--- src/rtl/asid_tlb_pkg.sv ---
package asid_tlb_pkg;

  typedef enum logic [1:0] {
    WK_IDLE,
    WK_REQ,
    WK_WAIT
  } walk_state_e;

  localparam int unsigned PTE_VALID_BIT = 0;
  localparam int unsigned PTE_WP_BIT    = 1;
  localparam int unsigned PTE_FRAME_LSB = 2;

endpackage

--- src/rtl/tlb_victim_ptr.sv ---
module tlb_victim_ptr #(
  parameter int unsigned ENTRIES = 8,
  localparam int unsigned IDX_W = (ENTRIES > 1) ? $clog2(ENTRIES) : 1
) (
  input  logic             clk,
  input  logic             rst_n,
  input  logic             clear,
  input  logic             advance,
  output logic [IDX_W-1:0] ptr
);

  always_ff @(posedge clk) begin
    if (!rst_n || clear) begin
      ptr <= '0;
    end else if (advance) begin
      if (ptr == IDX_W'(ENTRIES - 1)) ptr <= '0;
      else                            ptr <= ptr + 1'b1;
    end
  end

endmodule

--- src/rtl/tlb_cam.sv ---
module tlb_cam #(
  parameter int unsigned ENTRIES = 8,
  parameter int unsigned ASID_W  = 4,
  parameter int unsigned VPN_W   = 8,
  parameter int unsigned FRAME_W = 8
) (
  input  logic               clk,
  input  logic               rst_n,
  input  logic               flush,
  input  logic [ASID_W-1:0]  lk_asid,
  input  logic [VPN_W-1:0]   lk_vpn,
  output logic               lk_hit,
  output logic [FRAME_W-1:0] lk_frame,
  output logic               lk_wp,
  input  logic               wr_en,
  input  logic [ASID_W-1:0]  wr_asid,
  input  logic [VPN_W-1:0]   wr_vpn,
  input  logic [FRAME_W-1:0] wr_frame,
  input  logic               wr_wp
);

  localparam int unsigned IDX_W = (ENTRIES > 1) ? $clog2(ENTRIES) : 1;

  logic [ENTRIES-1:0] ent_valid;
  logic [ASID_W-1:0]  ent_asid  [ENTRIES];
  logic [VPN_W-1:0]   ent_vpn   [ENTRIES];
  logic [FRAME_W-1:0] ent_frame [ENTRIES];
  logic [ENTRIES-1:0] ent_wp;
  logic [ENTRIES-1:0] hit_vec;
  logic [IDX_W-1:0]   victim;
  logic               do_write;

  assign do_write = wr_en && !flush;

  tlb_victim_ptr #(.ENTRIES(ENTRIES)) u_victim (
    .clk     (clk),
    .rst_n   (rst_n),
    .clear   (flush),
    .advance (do_write),
    .ptr     (victim)
  );

  for (genvar g = 0; g < ENTRIES; g++) begin : g_match
    assign hit_vec[g] = ent_valid[g] && (ent_asid[g] == lk_asid) && (ent_vpn[g] == lk_vpn);
  end

  always_comb begin
    lk_frame = '0;
    lk_wp    = 1'b0;
    for (int i = 0; i < ENTRIES; i++) begin
      if (hit_vec[i]) begin
        lk_frame = lk_frame | ent_frame[i];
        lk_wp    = lk_wp | ent_wp[i];
      end
    end
  end
  assign lk_hit = |hit_vec;

  always_ff @(posedge clk) begin
    if (!rst_n || flush) begin
      ent_valid <= '0;
    end else if (do_write) begin
      ent_valid[victim] <= 1'b1;
    end
  end

  always_ff @(posedge clk) begin
    if (do_write) begin
      ent_asid[victim]  <= wr_asid;
      ent_vpn[victim]   <= wr_vpn;
      ent_frame[victim] <= wr_frame;
      ent_wp[victim]    <= wr_wp;
    end
  end

  // the identifier and page tag pick at most one entry
  p_one_hit_r3: assert property (@(posedge clk) disable iff (!rst_n)
    $onehot0(hit_vec));

  // a flush leaves nothing cached on the following cycle
  p_flush_empties_r8: assert property (@(posedge clk) disable iff (!rst_n)
    flush |=> (ent_valid == '0));

endmodule

--- src/rtl/tlb_walker.sv ---
module tlb_walker
  import asid_tlb_pkg::*;
#(
  parameter int unsigned VPN_W     = 8,
  parameter int unsigned OFF_W     = 8,
  parameter int unsigned ASID_W    = 4,
  parameter int unsigned FRAME_W   = 8,
  parameter int unsigned PTE_SHIFT = 2,
  localparam int unsigned PA_W  = FRAME_W + OFF_W,
  localparam int unsigned PTE_W = FRAME_W + 2
) (
  input  logic               clk,
  input  logic               rst_n,
  input  logic               req_valid,
  output logic               req_ready,
  input  logic [VPN_W-1:0]   req_vpn,
  input  logic [OFF_W-1:0]   req_off,
  input  logic [ASID_W-1:0]  req_asid,
  input  logic               req_write,
  input  logic [PA_W-1:0]    ptbr,
  input  logic [VPN_W:0]     ptlr,
  input  logic               hit,
  input  logic [FRAME_W-1:0] hit_frame,
  input  logic               hit_wp,
  output logic               mem_req_valid,
  input  logic               mem_req_ready,
  output logic [PA_W-1:0]    mem_req_addr,
  input  logic               mem_rsp_valid,
  input  logic [PTE_W-1:0]   mem_rsp_data,
  output logic               done,
  output logic               fault,
  output logic [PA_W-1:0]    paddr,
  output logic               busy,
  output logic               ins_en,
  output logic [ASID_W-1:0]  ins_asid,
  output logic [VPN_W-1:0]   ins_vpn,
  output logic [FRAME_W-1:0] ins_frame,
  output logic               ins_wp
);

  walk_state_e        state;
  logic [VPN_W-1:0]   vpn_q;
  logic [OFF_W-1:0]   off_q;
  logic [ASID_W-1:0]  asid_q;
  logic               write_q;
  logic [PA_W-1:0]    addr_q;
  logic               range_bad;
  logic               start_walk;
  logic               pte_ok;
  logic [FRAME_W-1:0] pte_frame;
  logic               pte_wp;

  assign range_bad  = {1'b0, req_vpn} >= ptlr;
  assign req_ready  = (state == WK_IDLE);
  assign busy       = (state != WK_IDLE);
  assign start_walk = req_valid && req_ready && !range_bad && !hit;

  assign pte_frame = mem_rsp_data[PTE_FRAME_LSB +: FRAME_W];
  assign pte_wp    = mem_rsp_data[PTE_WP_BIT];
  assign pte_ok    = mem_rsp_data[PTE_VALID_BIT] && !(write_q && pte_wp);

  always_comb begin
    done  = 1'b0;
    fault = 1'b0;
    paddr = '0;
    if (state == WK_IDLE && req_valid) begin
      if (range_bad) begin
        done  = 1'b1;
        fault = 1'b1;
      end else if (hit) begin
        done  = 1'b1;
        fault = req_write && hit_wp;
        paddr = fault ? '0 : {hit_frame, req_off};
      end
    end else if (state == WK_WAIT && mem_rsp_valid) begin
      done  = 1'b1;
      fault = !pte_ok;
      paddr = pte_ok ? {pte_frame, off_q} : '0;
    end
  end

  assign ins_en    = (state == WK_WAIT) && mem_rsp_valid && pte_ok;
  assign ins_asid  = asid_q;
  assign ins_vpn   = vpn_q;
  assign ins_frame = pte_frame;
  assign ins_wp    = pte_wp;

  assign mem_req_valid = (state == WK_REQ);
  assign mem_req_addr  = addr_q;

  always_ff @(posedge clk) begin
    if (!rst_n) begin
      state <= WK_IDLE;
    end else begin
      unique case (state)
        WK_IDLE: if (start_walk) state <= WK_REQ;
        WK_REQ:  if (mem_req_ready) state <= WK_WAIT;
        WK_WAIT: if (mem_rsp_valid) state <= WK_IDLE;
        default: state <= WK_IDLE;
      endcase
    end
  end

  always_ff @(posedge clk) begin
    if (start_walk) begin
      vpn_q   <= req_vpn;
      off_q   <= req_off;
      asid_q  <= req_asid;
      write_q <= req_write;
      addr_q  <= ptbr + (PA_W'(req_vpn) << PTE_SHIFT);
    end
  end

  // an unanswered table read keeps its address
  p_req_hold_r10: assert property (@(posedge clk) disable iff (!rst_n)
    (mem_req_valid && !mem_req_ready) |=> (mem_req_valid && $stable(mem_req_addr)));

  // an out-of-range page never reaches memory
  p_range_no_read_r7: assert property (@(posedge clk) disable iff (!rst_n)
    (req_valid && req_ready && range_bad) |=> !mem_req_valid);

  // refusal is only reported with completion
  p_fault_with_done_r11: assert property (@(posedge clk) disable iff (!rst_n)
    fault |-> done);

  // only a valid table entry is ever cached
  p_install_valid_r5: assert property (@(posedge clk) disable iff (!rst_n)
    ins_en |-> (mem_rsp_valid && mem_rsp_data[PTE_VALID_BIT]));

endmodule

--- src/rtl/asid_tlb.sv ---
module asid_tlb #(
  parameter int unsigned VA_W      = 16,
  parameter int unsigned OFF_W     = 8,
  parameter int unsigned ASID_W    = 4,
  parameter int unsigned FRAME_W   = 8,
  parameter int unsigned ENTRIES   = 8,
  parameter int unsigned PTE_SHIFT = 2,
  localparam int unsigned VPN_W = VA_W - OFF_W,
  localparam int unsigned PA_W  = FRAME_W + OFF_W,
  localparam int unsigned PTE_W = FRAME_W + 2
) (
  input  logic              clk,
  input  logic              rst_n,
  input  logic              flush,
  input  logic              req_valid,
  output logic              req_ready,
  input  logic [VA_W-1:0]   req_vaddr,
  input  logic [ASID_W-1:0] req_asid,
  input  logic              req_write,
  input  logic [PA_W-1:0]   ptbr,
  input  logic [VPN_W:0]    ptlr,
  output logic              done,
  output logic              fault,
  output logic [PA_W-1:0]   paddr,
  output logic              busy,
  output logic              mem_req_valid,
  input  logic              mem_req_ready,
  output logic [PA_W-1:0]   mem_req_addr,
  input  logic              mem_rsp_valid,
  input  logic [PTE_W-1:0]  mem_rsp_data
);

  logic [VPN_W-1:0]   vpn;
  logic [OFF_W-1:0]   off;
  logic               hit;
  logic [FRAME_W-1:0] hit_frame;
  logic               hit_wp;
  logic               ins_en;
  logic [ASID_W-1:0]  ins_asid;
  logic [VPN_W-1:0]   ins_vpn;
  logic [FRAME_W-1:0] ins_frame;
  logic               ins_wp;

  assign vpn = req_vaddr[VA_W-1:OFF_W];
  assign off = req_vaddr[OFF_W-1:0];

  tlb_cam #(
    .ENTRIES (ENTRIES),
    .ASID_W  (ASID_W),
    .VPN_W   (VPN_W),
    .FRAME_W (FRAME_W)
  ) u_cam (
    .clk      (clk),
    .rst_n    (rst_n),
    .flush    (flush),
    .lk_asid  (req_asid),
    .lk_vpn   (vpn),
    .lk_hit   (hit),
    .lk_frame (hit_frame),
    .lk_wp    (hit_wp),
    .wr_en    (ins_en),
    .wr_asid  (ins_asid),
    .wr_vpn   (ins_vpn),
    .wr_frame (ins_frame),
    .wr_wp    (ins_wp)
  );

  tlb_walker #(
    .VPN_W     (VPN_W),
    .OFF_W     (OFF_W),
    .ASID_W    (ASID_W),
    .FRAME_W   (FRAME_W),
    .PTE_SHIFT (PTE_SHIFT)
  ) u_walk (
    .clk           (clk),
    .rst_n         (rst_n),
    .req_valid     (req_valid),
    .req_ready     (req_ready),
    .req_vpn       (vpn),
    .req_off       (off),
    .req_asid      (req_asid),
    .req_write     (req_write),
    .ptbr          (ptbr),
    .ptlr          (ptlr),
    .hit           (hit),
    .hit_frame     (hit_frame),
    .hit_wp        (hit_wp),
    .mem_req_valid (mem_req_valid),
    .mem_req_ready (mem_req_ready),
    .mem_req_addr  (mem_req_addr),
    .mem_rsp_valid (mem_rsp_valid),
    .mem_rsp_data  (mem_rsp_data),
    .done          (done),
    .fault         (fault),
    .paddr         (paddr),
    .busy          (busy),
    .ins_en        (ins_en),
    .ins_asid      (ins_asid),
    .ins_vpn       (ins_vpn),
    .ins_frame     (ins_frame),
    .ins_wp        (ins_wp)
  );

  // a hit completes at acceptance, so no table read follows it
  p_hit_no_read_r2: assert property (@(posedge clk) disable iff (!rst_n)
    (req_valid && req_ready && hit && !flush) |=> !mem_req_valid);

endmodule

--- config.mk ---
export PLATFORM = sky130hd
export DESIGN_NAME = asid_tlb
export DESIGN_NICKNAME = d
export VERILOG_FILES = /design/src/rtl/asid_tlb_pkg.sv /design/src/rtl/tlb_victim_ptr.sv /design/src/rtl/tlb_cam.sv /design/src/rtl/tlb_walker.sv /design/src/rtl/asid_tlb.sv
export SDC_FILE = /design/constraint.sdc
export NUM_CORES = 1
export LEC_CHECK = 0
export BUFFER_PORTS_ARGS = -buffer_cell sky130_fd_sc_hd__buf_2
export CAP_MARGIN = 20
export CORE_UTILIZATION = 38
export CTS_CLUSTER_DIAMETER = 30
export DETAILED_ROUTE_END_ITERATION = 8
export PLACE_DENSITY_LB_ADDON = 0.12
export SLEW_MARGIN = 10
export SYNTH_ARGS = -nofsm -noshare
export SYNTH_HDL_FRONTEND = slang
export SYNTH_SLANG_ARGS = --single-unit
--- constraint.sdc ---
create_clock -name clk -period 10.8 [get_ports clk]
set_input_delay 0.54 -clock clk [delete_from_list [all_inputs] [get_ports clk]]
set_output_delay 0.54 -clock clk [all_outputs]
set_load 0.05 [all_outputs]
==> results by group, run 1 <==
Status
  • Outcome: finished, final reports clean

Final layout
  • Finished Cell Area: around 0.012 mm^2
  • Synth-to-layout area growth: 26.2%
  • Layout cell share with drive strength beyond 1: 0.256
  • Final core utilization: 0.493
  • ANT cells: 0
  • Nets: about 870
  • Area of the multi-input gates: between 0.003 and 0.004 mm^2
  • Non-Filler Instances: roughly 1100
  • Register area: approximately 0.0064 mm^2
  • Layout fillers: roughly 2200

Routing
  • Iteration-0 DRC Markers: approximately 450
  • Detail Route Antenna Nets: 0
  • Routed wire per std cell: 22.6 um
  • Via-to-Cell Ratio: between 5 and 6
  • Total wire length: 26000 um
  • # DRC: 0
  • Initial DRT Pass Iterations: 5
  • Vias after detailed routing: 5990

Global route
  • Largest net degree at the start of global routing: 29
  • GR Util All Layers: 0.206
  • Grt ovf: 0
  • Vias in the first global route: roughly 6400
  • Initial antenna violation count: 0
  • First-pass GRT wire length: 39100 um

Setup path
  • Crit Path Class: reg -> out
  • Critical Path Start Type: flip-flop
  • Critical path required time: between 10 and 15 ns
  • CP Buf/Inv Count: 1
  • Crit path DAT: 3.82 ns
  • CP top delay family: simple AND/OR/NAND/NOR gates
  • CP max-delay cell: nor4_4
  • Slowest stage delay, CP: 0.79 ns
  • CP Max Fanout: 15
  • Worst Setup End Kind: primary output
  • Worst-path cell chain: xnor2_1, nand3_1, nor4_4, nor4_2, nand2_2, nor4b_4, a22o_1, buf_2

Synth
  • Yosys Warn Count: 0
  • Dominant cell by count in the synthesized netlist: edfxtp_1
  • Mapped Avg Cell Area: 14.8 um^2
  • Area share of the largest cell type after synthesis: 0.643
  • Mapped Area: about 0.0096 mm^2
  • Post-synth top flop: edfxtp_1
  • Syn nets: a little over 700
  • Post-synthesis sequential area ratio: 0.670
  • Yosys reg bits: ~220
  • Largest area contributor in the netlist: edfxtp_1
  • Number of enable flip-flop cells after synthesis: 205
  • Top cells by area, synth: edfxtp_1 (64%), xnor2_1 (9.3%), dfxtp_1 (2.7%)
  • Ys async rst share: 0
  • Synth top cells by count: edfxtp_1 (205), xnor2_1 (102), nand4_1 (34)
  • Synthesized instance count: between 600 and 700
  • Count of cell types in the netlist: 42

Floorplan
  • Die height: about 160 um
  • I/O pin cnt: 99
  • Initial Utilization: 0.390
  • Die area: ~0.026 mm^2
  • Die width: 161 um
  • Core ar.: roughly 0.025 mm^2
  • FP Rows: 57

STA
  • Final min period: between 4 and 5 ns
  • Setup Skew: approximately 0.017 ns
  • # setup viols final: 0
  • Worst-margin pin slew: around 1.0 ns
  • Max Slew Vio Count: 0
  • F_max: between 200 and 250 MHz
  • Hold Slack: about 0.19 ns
  • Min setup slack post-route: about 6.4 ns
  • Slew HR: 0.301
  • Crit share post-route: 0.404
  • RSZ-0062 raised after global routing: false
  • Fin Setup TNS: 0 ns
  • Hold Fails Final Rpt: 0

Clock network
  • Clock Latency Late Sink: 0.54 ns
  • CTS Buf Count: 48
  • Hold_buf cts: 0
  • Clock buffer depth: 3
  • Clock root buffer master: clkbuf_16
  • Post_cts resized: 0
  • Num Clock Sinks: around 220
  • Clock transition at path regs: 0.04 ns
  • Postcts setup bufs: 0
  • TritonCTS clock tree: built
  • H-tree levels: 2

Job
  • Max-cap violations: 0

Power and ir drop
  • Cell leakage power: between 4 and 5 nW
  • Peak VDD IR: roughly 0.097 mV
  • PwrDens: 212 mW/mm^2
  • Pwr Total: roughly 2.6 mW

Placed design
  • Placed cells: 1059
  • Placer's final routability congestion estimate: around 0.90
  • DPL Wire Length: roughly 18000 um
  • IO buf count: 98
  • Worst slack, placed: 6.48 ns
  • Placed inst area: 0.0104 mm^2

Worst hold path
  • Hold/Removal Path Class: in -> reg
## worst paths after layout
check / start / end / slack (ns) / cells after the start
worst max-delay path: u_cam.ent_asid[0][2] / paddr[8] / 6.44 / 8
worst min-delay path: ptbr[1] / u_walk.mem_req_addr[1] / 0.19 / 1
worst min register to register: u_cam.ent_valid[7] / u_cam.ent_valid[7] / 0.52 / 2
worst max register to register: u_cam.ent_vpn[5][6] / u_walk.ins_asid[1] / 7.64 / 8
## sequential cells by signal, indices dropped and copies added, names as in the netlist
register / cells
u_cam.ent_asid: 32
u_cam.u_victim.ptr: 3
u_cam.ent_frame: 64
u_walk.off_q: 8
u_cam.ent_vpn: 64
u_walk.ins_vpn: 8
u_walk.ins_asid: 4
u_cam.ent_wp: 8
u_cam.ent_valid: 8
u_walk.write_q: 1
u_walk.mem_req_addr: 16
u_walk.state: 2
## where the power goes
group | leakage, nW | switching (mW) | internal [mW]
Clock | 0.790 | 0.479 | 0.984
Sequential | 1.97 | 0.0115 | 0.947
Combinational | 1.47 | 0.100 | 0.0431
## routing by layer
layer / wire length, um / share of wire / vias to the layer above / global-route usage
li1: - / - / 2788 / -
met1: 11400 / 0.44 / 2960 / 0.272
met2: 12500 / 0.48 / 200 / 0.336
met3: 1360 / 0.053 / 42 / 0.0403
met4: 729 / 0.028 / 0 / 0.0776
met5: 0 / 0 / - / 0
## area by class of cell
type,count,share of cell area
multi-input cells,396,0.249
well taps,324,0.0335
repair buffers,105,0.0447
inverters,16,0.00497
flip-flops and latches,218,0.531
clock buffers,58,0.108
clock inverters,30,0.0292
## cell families (layout without fill, tap and decap cells)
group | count (synthesis) | in the layout | share of synthesized area
buf+inv | 31 | 209 | 0.0223
compound gates | 84 | 84 | 0.0658
xor+xnor | 107 | 107 | 0.101
simple gates | 186 | 186 | 0.115
fa+ha+maj | 19 | 19 | 0.0256
flops | 218 | 218 | 0.670
## cell usage in the layout, fill, tap and decap left out, types with 4 or more instances in the layout
cell type / Yosys / layout
clkinvlp_4: 0 / 6
inv_6: 0 / 5
o21ai_0: 5 / 5
buf_4: 0 / 6
dfxtp_1: 13 / 13
bufinv_16: 0 / 5
a22o_1: 23 / 23
nor2_1: 33 / 27
nand3_1: 33 / 33
xnor2_2: 4 / 4
a221oi_1: 8 / 8
clkbuf_8: 0 / 4
clkinv_4: 0 / 7
nand2b_1: 5 / 5
nand2_1: 32 / 32
xnor2_1: 102 / 102
a22oi_1: 21 / 21
edfxtp_1: 205 / 205
clkbuf_16: 0 / 49
nor2_4: 0 / 6
a21oi_1: 13 / 13
nor2b_1: 5 / 5
nor4_1: 20 / 20
clkbuf_1: 2 / 5
ha_1: 18 / 18
inv_1: 16 / 16
nand4_1: 34 / 34
nor4_4: 8 / 8
buf_2: 0 / 99
nor3_2: 0 / 4
## worst reg2reg max path: cells and delay by family (launching register included)
kind	cells	cell delay, ns
XOR/XNOR	1	0.20
flip-flops	1	0.42
AND/OR/NAND/NOR	5	1.42
buffers and inverters	2	0.74
Note: power is estimated with default switching activity, not from simulation.
==> inputs of run 2 (changes only) <==
==> constraint.sdc (replaced) <==
create_clock -name clk -period 3.8 [get_ports clk]
set_input_delay 0.19 -clock clk [delete_from_list [all_inputs] [get_ports clk]]
set_output_delay 0.19 -clock clk [all_outputs]
set_load 0.05 [all_outputs]
==> run 2 against run 1 <==
  * Worst setup slack worse by 6.1 ns
  * Clock skew down 0.0047 ns
  * Sequential share of layout area down 1.3 points
  * Highest routed layer unchanged
  * Clock-buffer cell count down 3
==> results by group, run 2 (synthesis results as in run 1) <==
Clock network
  • CTS Buf Count: 48
  • Post_cts resized: 0
  • Clock buffer depth: 3
  • H-tree levels: 2
  • Clock root buffer master: clkbuf_16
  • Clock Latency Late Sink: between 0.5 and 0.6 ns
  • TritonCTS clock tree: built
  • Clock transition at path regs: roughly 0.04 ns
  • Num Clock Sinks: 218

Job
  • Max-cap violations: 0

Routing
  • Iteration-0 DRC Markers: between 500 and 600
  • Via-to-Cell Ratio: around 5.3
  • Routed wire per std cell: between 20 and 25 um
  • Detail Route Antenna Nets: 0
  • Vias after detailed routing: 6238
  • Total wire length: about 27000 um
  • # DRC: 0
  • Initial DRT Pass Iterations: 5

Setup path
  • Worst Setup End Kind: primary output
  • R2r worst-path depth: 10
  • Reg-to-reg slack, setup: ~0.72 ns
  • Crit Path Class: reg -> out
  • Critical path required time: approximately 3.6 ns
  • Critical Path Start Type: flip-flop
  • Crit path DAT: 3.26 ns
  • CP Max Fanout: 15

Worst hold path
  • Hold depth: 1
  • Hold/Removal Path Class: in -> reg

STA
  • F_max: roughly 290 MHz
  • Worst-margin pin slew: approximately 0.96 ns
  • # setup viols final: 0
  • Setup Skew: around 0.012 ns
  • Final min period: roughly 3.4 ns
  • RSZ-0062 raised after global routing: false
  • Fin Setup TNS: 0 ns
  • Max Slew Vio Count: 0
  • Slew HR: 0.362
  • Hold Fails Final Rpt: 0
  • Min setup slack post-route: 0.352 ns
  • Crit share post-route: 0.907

Global route
  • Initial antenna violation count: 0
  • Grt ovf: 0
  • First-pass GRT wire length: 39600 um
  • GR Util All Layers: 0.212
  • Vias in the first global route: around 6500
  • Largest net degree at the start of global routing: 30

Power and ir drop
  • Sw Pwr: about 1.6 mW
  • Combinational Power Share: 0.062
  • Clock Power Share: 0.555
  • Cell leakage power: between 4 and 5 nW
  • Pwr Total: roughly 7 mW
  • Pint: roughly 5.5 mW
  • PwrDens: 574 mW/mm^2
  • Peak VDD IR: slightly above 0.3 mV
  • Seq pwr share: 0.383
  • Switching Fraction: 0.225

Final layout
  • Layout fillers: 2132
  • Commonest non-fill, non-tap cell in the layout: edfxtp_1
  • Synth-to-layout area growth: 29.5%
  • Register area: 0.00642 mm^2
  • ANT cells: 0
  • Top flop regs: u_cam.ent_frame x64, u_cam.ent_vpn x64, u_cam.ent_asid x32
  • Nets: between 900 and 1000
  • Final core utilization: 0.505
  • Area of the multi-input gates: approximately 0.003 mm^2
  • Layout cell share with drive strength beyond 1: 0.250
  • Most frequent cells in the layout: edfxtp_1 (205), xnor2_1 (102), buf_2 (98)

Floorplan
  • Initial Utilization: 0.390
  • FP Rows: 57
  • I/O pin cnt: 99
  • Die width: about 160 um
  • Core ar.: 0.0245 mm^2
  • Die height: between 150 and 200 um
  • Die area: approximately 0.026 mm^2

Placed design
  • Worst slack, placed: between 0.7 and 0.8 ns
  • DPL Wire Length: 18400 um
  • Placer's final routability congestion estimate: ~0.85
  • IO buf count: a little under 100

Status
  • Outcome: finished, final reports clean
## run 2: layout make-up
class	instances	area share
Timing Repair Buffer	147	0.0781
Multi-Input combinational cell	396	0.241
Tap cell	324	0.0327
Sequential cell	218	0.517
Clock inverter	32	0.0252
Inverter	16	0.00484
Clock buffer	55	0.101
## run 2: repair_timing
| action | 4_1_cts | 5_1_grt |
|---|---|---|
| hold buffers | 29 | 0 |
| hold endpoints to repair | 84 | 0 |
| setup buffers | 0 | 0 |
## run 2: per-stage QoR
step	std cells	area [um^2]	hold slack (ns)
4_1_cts	1188	12400	0.0104
3_5_place_dp	1072	10500	0.369
5_1_grt	1188	12400	0.0157
3_3_place_gp	1072	10500	0.367
2_1_floorplan	645	9580	0.289
6_report	1188	12400	0.0150
## run 2: final timing paths
kind                             start            endpoint
hold / removal         mem_rsp_data[1]     u_cam.ent_wp[4]
setup / recovery   u_cam.ent_vpn[5][0]            paddr[0]
setup reg to reg  u_cam.ent_asid[4][2]     u_walk.state[0]
hold reg to reg     u_cam.ent_valid[2]  u_cam.ent_valid[2]
## run 2: layer usage
layer	routed length, um	up-vias	global-route usage
li1	-	2876	-
met3	1460	45	0.0377
met5	0	-	0
met4	643	0	0.0699
met1	11400	3081	0.269
met2	13200	236	0.364
## run 2: worst max-delay path: stages (launching register included)
cell and delay [ns]:
edfxtp_1 0.37, xnor2_1 0.50, nand4_1 0.27, nor4_1 0.45
nor4_1 0.13, a21boi_1 0.29, nor4b_4 0.07, buf_4 0.21
a22o_1 0.21, buf_2 0.21
## run 2: power groups by stage
stage / Sequential [mW] / Combinational (mW) / Clock, mW
after floorplan: 2.82 / 0.214 / 0
after CTS: 2.73 / 0.446 / 4.00
after global routing: 2.73 / 0.477 / 4.14
after global placement: 2.77 / 0.414 / 0
final: 2.73 / 0.443 / 3.95
after detailed placement: 2.77 / 0.421 / 0
==> inputs of run 3 (changes only) <==
--- a/config.mk
+++ b/config.mk
@@ -11,6 +11,7 @@
 export CTS_CLUSTER_DIAMETER = 30
 export DETAILED_ROUTE_END_ITERATION = 8
 export PLACE_DENSITY_LB_ADDON = 0.12
+export REMOVE_ABC_BUFFERS = 1
 export SLEW_MARGIN = 10
 export SYNTH_ARGS = -nofsm -noshare
 export SYNTH_HDL_FRONTEND = slang
==> run 3 against run 2 <==
  * Sequential share of layout area fell by 0.88 points
  * First-iteration DRC count fell by 5.6%
  * Combinational power fell by 0.9%
  * Routed wire length rose by 0.39%
  * Largest power group unchanged
  * Critical endpoint unchanged
==> results by group, run 3 (synthesis results as in run 1) <==
Global route
  • GR Util All Layers: 0.210
  • First-pass GRT wire length: 39700 um
  • Initial antenna violation count: 0
  • Vias in the first global route: roughly 6400
  • Largest net degree at the start of global routing: 26
  • Grt ovf: 0

Routing
  • Via-to-Cell Ratio: between 5 and 6
  • Iteration-0 DRC Markers: 474
  • Routed wire per std cell: roughly 22 um
  • Detail Route Antenna Nets: 0
  • Total wire length: approximately 27000 um
  • Vias after detailed routing: between 6000 and 7000
  • Initial DRT Pass Iterations: 4
  • # DRC: 0

Floorplan
  • Initial Utilization: 0.390
  • I/O pin cnt: between 90 and 100
  • Die width: ~160 um
  • FP Rows: 57
  • Die height: between 150 and 200 um
  • Core ar.: 0.0245 mm^2
  • Die area: approximately 0.026 mm^2

STA
  • Hold Fails Final Rpt: 0
  • RSZ-0062 raised after global routing: false
  • Crit share post-route: 0.927
  • Hold Slack: roughly 0.024 ns
  • Min setup slack post-route: between 0.2 and 0.3 ns
  • Max Slew Vio Count: 0
  • Fin Setup TNS: 0 ns
  • Final min period: 3.52 ns
  • Worst-margin pin slew: 0.866 ns
  • Slew HR: 0.417
  • Setup Skew: ~0.029 ns
  • # setup viols final: 0
  • F_max: about 280 MHz

Worst hold path
  • Hold depth: 4
  • Hold/Removal Path Class: in -> reg
  • Hold_sp: mem_rsp_valid
  • Hold endpoint: u_walk.state[1]

Final layout
  • ANT cells: 0
  • Finished Cell Area: between 0.01 and 0.015 mm^2
  • Final core utilization: 0.514
  • Top flop regs: u_cam.ent_frame x64, u_cam.ent_vpn x64, u_cam.ent_asid x32
  • Nets: between 900 and 1000
  • Layout cell share with drive strength beyond 1: 0.256
  • Commonest non-fill, non-tap cell in the layout: edfxtp_1
  • Synth-to-layout area growth: 31.7%
  • Non-Filler Instances: between 1000 and 1500
  • Most frequent cells in the layout: edfxtp_1 (205), xnor2_1 (102), buf_2 (98)

Clock network
  • Clock transition at path regs: 0.04 ns
  • Postcts setup bufs: 0
  • CTS Buf Count: 52
  • Clock buffer depth: 3
  • TritonCTS clock tree: built
  • Clock root buffer master: clkbuf_16
  • H-tree levels: 2
  • Clock Latency Late Sink: ~0.55 ns
  • Post_cts resized: 0
  • Num Clock Sinks: roughly 220
  • Hold_buf cts: 30

Power and ir drop
  • Pwr Total: about 7.5 mW
  • PwrDens: roughly 600 mW/mm^2
  • Peak VDD IR: ~0.41 mV
  • Cell leakage power: approximately 4.5 nW

Placed design
  • IO buf count: just under 100
  • DPL Wire Length: between 15000 and 20000 um
  • Placed inst area: ~0.011 mm^2
  • Worst slack, placed: about 0.78 ns
  • Placer's final routability congestion estimate: just under 0.9
  • Placed cells: approximately 1100

Setup path
  • Critical Path Start Type: flip-flop
  • RR Startpoint: u_cam.ent_asid[0][0]
  • Crit path DAT: ~3.3 ns
  • Crit Path Class: reg -> out
  • Worst Setup End Kind: primary output
  • R2r worst-path depth: 10
  • CP Max Fanout: 15
  • Reg-to-Reg End: u_walk.state[0]
  • Critical path required time: between 3 and 4 ns
  • Reg-to-reg slack, setup: approximately 0.73 ns

Status
  • Outcome: finished, final reports clean

Job
  • Max-cap violations: 0
==> run 3: area by class of cell <==
type                    count  area [um^2]
flip-flops and latches    218         6420
multi-input cells         396         2980
repair buffers            152          996
clock buffers              67         1380
inverters                  16         60.1
fillers                  2067        11900
well taps                 324          405
clock inverters            29          378
==> run 3: metal layers <==
| metal | track usage | vias up | part of all wire |
|---|---|---|---|
| met1 | 0.284 | 3142 | 0.45 |
| met3 | 0.0387 | 34 | 0.050 |
| li1 | - | 2899 | - |
| met4 | 0.0746 | 0 | 0.024 |
| met5 | 0 | - | 0 |
| met2 | 0.341 | 202 | 0.48 |
==> run 3: report_power, final <==
part | switching (mW) | internal, mW
registers | 0.0332 | 2.69
clock network | 1.33 | 3.02
logic | 0.293 | 0.146
==> run 3: critical path, cell delays in order (launching register included) <==
cell      delay, ns
edfxtp_1       0.38
xnor2_1        0.42
nand4_1        0.34
nor4_4         0.33
buf_4          0.24
nor4_2         0.06
nand2_2        0.11
nor4b_4        0.20
buf_4          0.27
a22o_1         0.17
buf_2          0.27
==> run 3: worst max path at each step <==
| stage | startpoint | to | cells past startpoint |
|---|---|---|---|
| floorplan | u_walk.state[1] | u_walk.ins_asid[0] | 3 |
| global placement | req_asid[3] | paddr[14] | 9 |
| detailed placement | req_vaddr[10] | paddr[4] | 10 |
| CTS | u_cam.ent_asid[0][2] | paddr[11] | 10 |
| global route | u_cam.ent_asid[0][0] | paddr[6] | 10 |
| finish | u_cam.ent_asid[0][0] | paddr[0] | 10 |
